File: src/rtl/coilseq_pkg.sv
package coilseq_pkg;
  localparam int CMD_W   = 8;
  localparam int N_COIL  = 7;
  localparam int N_BAR   = 6;
  localparam int N_STB   = 4;

  // strobe lane indices
  localparam int L_WR    = 0;
  localparam int L_RD    = 1;
  localparam int L_GO    = 2;
  localparam int L_HALT  = 3;

  typedef struct packed {
    logic              ok;
    logic [N_COIL-1:0] hot;
  } coil_dec_t;

  // even codes 0x00..0x0E are legal; 2*k selects coil k
  function automatic coil_dec_t coil_decode(input logic [CMD_W-1:0] code);
    coil_dec_t r;
    r.ok  = (code[0] == 1'b0) && (code <= CMD_W'(2 * N_COIL));
    r.hot = '0;
    for (int i = 0; i < N_COIL; i++) begin
      if (code == CMD_W'(2 * (i + 1))) r.hot[i] = 1'b1;
    end
    return r;
  endfunction
endpackage

File: src/rtl/strobe_sync.sv
module strobe_sync (
  input  logic clk,
  input  logic rst_n,
  input  logic stb_in,
  output logic pulse
);
  logic [2:0] sh;

  always_ff @(posedge clk or negedge rst_n) begin
    if (!rst_n) sh <= '0;
    else        sh <= {sh[1:0], stb_in};
  end

  assign pulse = sh[1] & ~sh[2];
endmodule

File: src/rtl/sync_fifo.sv
module sync_fifo #(
  parameter int W  = 8,
  parameter int AW = 8
) (
  input  logic          clk,
  input  logic          rst_n,
  input  logic          push,
  input  logic [W-1:0]  din,
  input  logic          pop,
  output logic [W-1:0]  head,
  output logic [AW:0]   level
);
  localparam int DEPTH = 1 << AW;

  logic [W-1:0]  mem [DEPTH];
  logic [AW-1:0] wp, rp;
  logic          do_push, do_pop;

  assign do_push = push && (level != (AW+1)'(DEPTH));
  assign do_pop  = pop  && (level != '0);
  assign head    = mem[rp];

  always_ff @(posedge clk) begin
    if (do_push) mem[wp] <= din;
  end

  always_ff @(posedge clk or negedge rst_n) begin
    if (!rst_n) begin
      wp    <= '0;
      rp    <= '0;
      level <= '0;
    end else begin
      if (do_push) wp <= wp + 1'b1;
      if (do_pop)  rp <= rp + 1'b1;
      case ({do_push, do_pop})
        2'b10:   level <= level + 1'b1;
        2'b01:   level <= level - 1'b1;
        default: level <= level;
      endcase
    end
  end
endmodule

File: src/rtl/tick_gen.sv
module tick_gen #(
  parameter int DIV = 2604
) (
  input  logic clk,
  input  logic rst_n,
  input  logic run,
  output logic tick
);
  localparam int CW = (DIV > 1) ? $clog2(DIV) : 1;

  logic [CW-1:0] cnt;

  assign tick = run && (cnt == CW'(DIV - 1));

  always_ff @(posedge clk or negedge rst_n) begin
    if (!rst_n)     cnt <= '0;
    else if (!run)  cnt <= '0;
    else if (tick)  cnt <= '0;
    else            cnt <= cnt + 1'b1;
  end
endmodule

File: src/rtl/coil_sample_seq.sv
module coil_sample_seq
  import coilseq_pkg::*;
#(
  parameter int CLK_HZ  = 100_000_000,
  parameter int TICK_HZ = 38_400,
  parameter int MAG_AW  = 8,
  parameter int SNS_AW  = 8
) (
  input  logic              clk,
  input  logic              rst_n,
  input  logic              host_wr_stb,
  input  logic [CMD_W-1:0]  host_wr_data,
  input  logic              host_rd_stb,
  output logic [N_BAR-1:0]  host_rd_data,
  input  logic              start_stb,
  input  logic              stop_stb,
  input  logic [N_BAR-1:0]  barrier_in,
  output logic [N_COIL-1:0] coil_en,
  output logic              running,
  output logic              fault,
  output logic              mag_empty,
  output logic              mag_full,
  output logic              sns_empty,
  output logic              sns_full,
  output logic              sns_half
);
  localparam int DIV       = CLK_HZ / TICK_HZ;
  localparam int MAG_DEPTH = 1 << MAG_AW;
  localparam int SNS_DEPTH = 1 << SNS_AW;

  logic [N_STB-1:0] stb_raw, stb_p;
  assign stb_raw[L_WR]   = host_wr_stb;
  assign stb_raw[L_RD]   = host_rd_stb;
  assign stb_raw[L_GO]   = start_stb;
  assign stb_raw[L_HALT] = stop_stb;

  for (genvar g = 0; g < N_STB; g++) begin : g_sync
    strobe_sync u_sync (
      .clk    (clk),
      .rst_n  (rst_n),
      .stb_in (stb_raw[g]),
      .pulse  (stb_p[g])
    );
  end

  logic               tick;
  logic               mag_pop;
  logic [CMD_W-1:0]   cmd_head;
  logic [MAG_AW:0]    mag_lvl;
  logic [N_BAR-1:0]   sns_head;
  logic [SNS_AW:0]    sns_lvl;
  logic               running_q, fault_q, fault_set;
  logic [N_COIL-1:0]  coil_q;
  logic [N_BAR-1:0]   rd_q;
  coil_dec_t          dec;

  tick_gen #(.DIV(DIV)) u_tick (
    .clk   (clk),
    .rst_n (rst_n),
    .run   (running_q),
    .tick  (tick)
  );

  sync_fifo #(.W(CMD_W), .AW(MAG_AW)) u_mag (
    .clk   (clk),
    .rst_n (rst_n),
    .push  (stb_p[L_WR]),
    .din   (host_wr_data),
    .pop   (mag_pop),
    .head  (cmd_head),
    .level (mag_lvl)
  );

  sync_fifo #(.W(N_BAR), .AW(SNS_AW)) u_sns (
    .clk   (clk),
    .rst_n (rst_n),
    .push  (tick),
    .din   (barrier_in),
    .pop   (stb_p[L_RD]),
    .head  (sns_head),
    .level (sns_lvl)
  );

  assign mag_empty = (mag_lvl == '0);
  assign mag_full  = (mag_lvl == (MAG_AW+1)'(MAG_DEPTH));
  assign sns_empty = (sns_lvl == '0);
  assign sns_full  = (sns_lvl == (SNS_AW+1)'(SNS_DEPTH));
  assign sns_half  = (sns_lvl >= (SNS_AW+1)'(SNS_DEPTH / 2));

  assign mag_pop   = tick && !mag_empty;
  assign dec       = coil_decode(cmd_head);
  assign fault_set = tick && (mag_empty || !dec.ok || sns_full);

  always_ff @(posedge clk or negedge rst_n) begin
    if (!rst_n) begin
      running_q <= 1'b0;
      fault_q   <= 1'b0;
      coil_q    <= '0;
      rd_q      <= '0;
    end else begin
      if (stb_p[L_HALT])    running_q <= 1'b0;
      else if (stb_p[L_GO]) running_q <= 1'b1;

      fault_q <= fault_q | fault_set;

      if (stb_p[L_HALT])            coil_q <= '0;
      else if (fault_q || fault_set) coil_q <= '0;
      else if (tick)                coil_q <= dec.hot;

      if (stb_p[L_RD] && !sns_empty) rd_q <= sns_head;
    end
  end

  assign running      = running_q;
  assign fault        = fault_q;
  assign coil_en      = coil_q;
  assign host_rd_data = rd_q;
endmodule

File: config.mk
export PLATFORM = sky130hd
export DESIGN_NAME = coil_sample_seq
export DESIGN_NICKNAME = d
export VERILOG_FILES = /design/src/rtl/coilseq_pkg.sv /design/src/rtl/strobe_sync.sv /design/src/rtl/sync_fifo.sv /design/src/rtl/tick_gen.sv /design/src/rtl/coil_sample_seq.sv
export SDC_FILE = /design/constraint.sdc
export NUM_CORES = 2
export LEC_CHECK = 0
export BUFFER_PORTS_ARGS = -buffer_cell sky130_fd_sc_hd__buf_2
export CORE_ASPECT_RATIO = 0.75
export CORE_MARGIN = 4
export CORE_UTILIZATION = 44
export CTS_CLUSTER_DIAMETER = 40
export CTS_CLUSTER_SIZE = 14
export DETAILED_ROUTE_END_ITERATION = 6
export RECOVER_POWER = 100
export SYNTH_ARGS = -nofsm -noshare
export SYNTH_HDL_FRONTEND = slang
export SYNTH_HIERARCHICAL = 1
export SYNTH_SLANG_ARGS = --single-unit
File: constraint.sdc
create_clock -name clk -period 6.2 [get_ports clk]
set_clock_uncertainty 0.15 [all_clocks]
set_input_delay 1.24 -clock clk [delete_from_list [all_inputs] [get_ports clk]]
set_output_delay 1.24 -clock clk [all_outputs]
set_load 0.03 [all_outputs]
==> results.toml <==
[outcome]
outcome = "finished, violations left"
violations = "max-capacitance violations, max-slew violations"

[finish]
drive_above_1_share = 0.2161
fill_cells = 25900
final_common_cell = "edfxtp_1"
syn2layout_area_growth_pct = 12.47
mostFrequentLayoutCells = "3584 x edfxtp_1, 745 x mux4_2, 581 x nor2_1"
nNetsFinal = 7319

[route]
firstDrtPassIters = 5
drt_iter0_markers = 9465
via_count = 73050
via_per_inst = 6.160
routed_wl_um = 378600
drc_errors = 0
wl_per_cell_um = 31.93
wl_met3_um = 35330
wl_met2_um = 171000
drtAntennaViolNets = 0
highest_layer = "met5"
m1WireLength_um = 160300

[yosys]
synth_top_family_by_area = "multiplexers"
synth_xor_area_frac = 0.002728
synth_edf_count = 3584
synth_flop_cell = "edfxtp_1"
synth_cells = 7018
synthMuxAreaShare = 0.1524
yosys_warnings = 6
avgSynthCellArea_um2 = 20.59
async_reset_ff_frac = 0.02423
synthDistinctLibCells = 92
ys_seq_elements = 3673
synth_compound_area_frac = 0.03199
synth-simple-area-share = 0.03013
synth_nets = 7067
seq_area_frac_synth = 0.7604
synthAdderAreaFrac = 0.002616
netlist_area_mm2 = 0.1445

[clocking]
clk_latency_ns = 0.92
cts.repair.resized = 0
post_cts_buffers = 0
ctsHoldBuffers = 0
cts_buffers = 389
cts.path.max_buffers = 4
cts_root_buffer = "clkbuf_16"
clk_pin_slew_ns = 0.06
htree_levels = 5
cts_tree = "yes"
cts.sinks = 3673

[floorplan]
core-area_mm2 = 0.3257
die_area_mm2 = 0.3377
fp.dieH_um = 504.2
start_util = 0.4436
io_pins = 40
fp.dieW_um = 669.7
row_count = 181

[hold_path]
hold_depth = 0
hold_class = "flip-flop to flip-flop"
min_to = "g_sync[0].u_sync/sh[2]"
min_from = "g_sync[0].u_sync/sh[1]"

[grt]
grt_pass1_wl_um = 540600
grt_overflow_total = 0
grt_pass1_vias = 71650
grt_max_degree = 169
grtUsageTotal = 0.2196
antenna_found_initial = 12

[job]
cap_violations = 44

[worst_setup_path]
r2r_start = "u_mag/level[0]"
endpoint_kind = "flip-flop"
crit_type = "flip-flop to flip-flop"
crit_required_ns = 6.56
r2r_setup_slack_ns = 0.06
worst-path-max-fanout = 23
rr_worst_depth = 5
rr_endpoint = "u_mag/mem[192][4]"
arrival_ns = 6.50
setup.worst_path.start_class = "flip-flop"

[timing]
hold_violations = 0
min_period_over_period = 0.9898
worst_slack_ns = 0.06350
max-slew-margin-rel = -2.226
fmax_mhz = 163.0
fin_setup_tns_ns = 0
min_period_ns = 6.136
worst_pin_slew_ns = 4.839
finalMaxSlewViolations = 2465
setup_viol = 0
rsz0062_at_grt = "false"

[power_and_ir_drop]
p_leak_uw = 0.04874
peakVddDrop_uv = 271.3
power_density_mw_per_mm2 = 320.7
p_total_uw = 52100

[placed_design]
port_buffers = 39
place_ws_ns = 0.5427
gp_congestion = 0.8373
dp_hpwl_um = 232000
[Yosys cell counts, types with 11 or more instances]
| library cell | instances | area, um^2 |
|---|---|---|
| nor2_1 | 585 | 2196 |
| a31oi_1 | 18 | 112.6 |
| a21oi_1 | 109 | 545.5 |
| buf_8 | 32 | 480.5 |
| clkbuf_1 | 173 | 649.4 |
| a22oi_1 | 77 | 578.1 |
| o21ai_0 | 64 | 320.3 |
| buf_6 | 53 | 596.8 |
| xor2_1 | 11 | 96.34 |
| nand2_1 | 205 | 769.5 |
| o2111ai_1 | 12 | 105.1 |
| and2_1 | 17 | 106.4 |
| o221ai_1 | 22 | 192.7 |
| mux4_2 | 745 | 16780 |
| buf_2 | 87 | 435.4 |
| inv_1 | 21 | 78.83 |
| edfxtp_1 | 3584 | 107600 |
| xnor2_1 | 34 | 297.8 |
| buf_1 | 25 | 93.84 |
| buf_4 | 33 | 247.7 |
| nand3_1 | 66 | 330.3 |
| a22o_1 | 28 | 245.2 |
| dfrtp_1 | 89 | 2227 |
| mux4_1 | 58 | 1524 |
| o211ai_1 | 25 | 187.7 |
| a221oi_1 | 58 | 508.0 |
| o22ai_1 | 49 | 306.5 |
| ha_1 | 27 | 337.8 |
| nor3_1 | 17 | 85.08 |
| mux2_2 | 18 | 202.7 |
| nor4_1 | 13 | 81.33 |
| nor2b_1 | 30 | 187.7 |
| mux2i_1 | 351 | 3513 |
| a211oi_1 | 81 | 608.1 |
| nand4_1 | 20 | 125.1 |
[cells by family after synthesis]
group,after synthesis
flops,3673
mux,1172
simple gates,1013
compound gates,644
buf+inv,442
xor+xnor,45
fa+ha+maj,29
[critical path, stage by stage, from the launching register on]
cell and delay (ns):
dfrtp_1 0.45, nor4_1 0.12, a31oi_2 0.18, clkbuf_1 1.03, nand3_1 2.11, nor2_1 1.66
[sequential cells by signal, indices dropped and copies added (netlist names)]
name	cells
u_sns/level	9
u_sns/wp	8
coil_en	7
u_tick/cnt	12
u_mag/level	9
u_sns/mem	1536
u_mag/wp	8
host_rd_data	6
u_sns/rp	8
g_sync.u_sync/sh	12
running	1
u_mag/mem	2048
u_mag/rp	8
fault	1
[metal layers]
layer | track usage | vias up
li1 | - | 29630
met1 | 0.3291 | 39180
met2 | 0.3271 | 3592
met3 | 0.04613 | 640
met4 | 0.06114 | 4
met5 | 0 | -
[worst max-delay path by stage]
| stage | from | to | slack, ns | cells after the start |
|---|---|---|---|---|
| floorplan | u_mag/rp[0] | coil_en[2] | 2.20 | 14 |
| global placement | u_mag/rp[0] | coil_en[2] | 0.57 | 13 |
| detailed placement | u_mag/rp[0] | coil_en[2] | 0.54 | 11 |
| CTS | u_mag/rp[0] | coil_en[2] | 0.49 | 12 |
| global route | u_tick/cnt[0] | u_sns/mem[83][3] | 0.20 | 12 |
| finish | u_mag/level[0] | u_mag/mem[192][4] | 0.06 | 5 |
[cell type report]
type                            instances  area [um^2]  area share
Inverter                               22        87.58   0.0005390
Clock inverter                        238         2995     0.01844
Antenna cell                            3        7.507  0.00004620
Timing Repair Buffer                  281         2225     0.01369
Clock buffer                          438        10110     0.06221
Tap cell                             4300         5380     0.03311
Multi-Input combinational cell       2903        31800      0.1957
Sequential cell                      3673       109900      0.6762
[where the power goes]
group          switching (uW)  internal [uW]
clock network            9960          13800
logic                     748            125
registers                69.3          27400
[metrics by stage]
step                utilization  area [um^2]  std cells  hold WS, ns
finish                   0.4989       162500      11860       0.2363
global route             0.4989       162500      11860       0.2321
CTS                      0.5003       162900      11860      0.07862
detailed placement       0.4601       149800      11180       0.2156
global placement         0.4601       149800      11180       0.2078
floorplan                     -       144500       7018       0.1812
No activity file was read; power rests on OpenSTA's default activity.
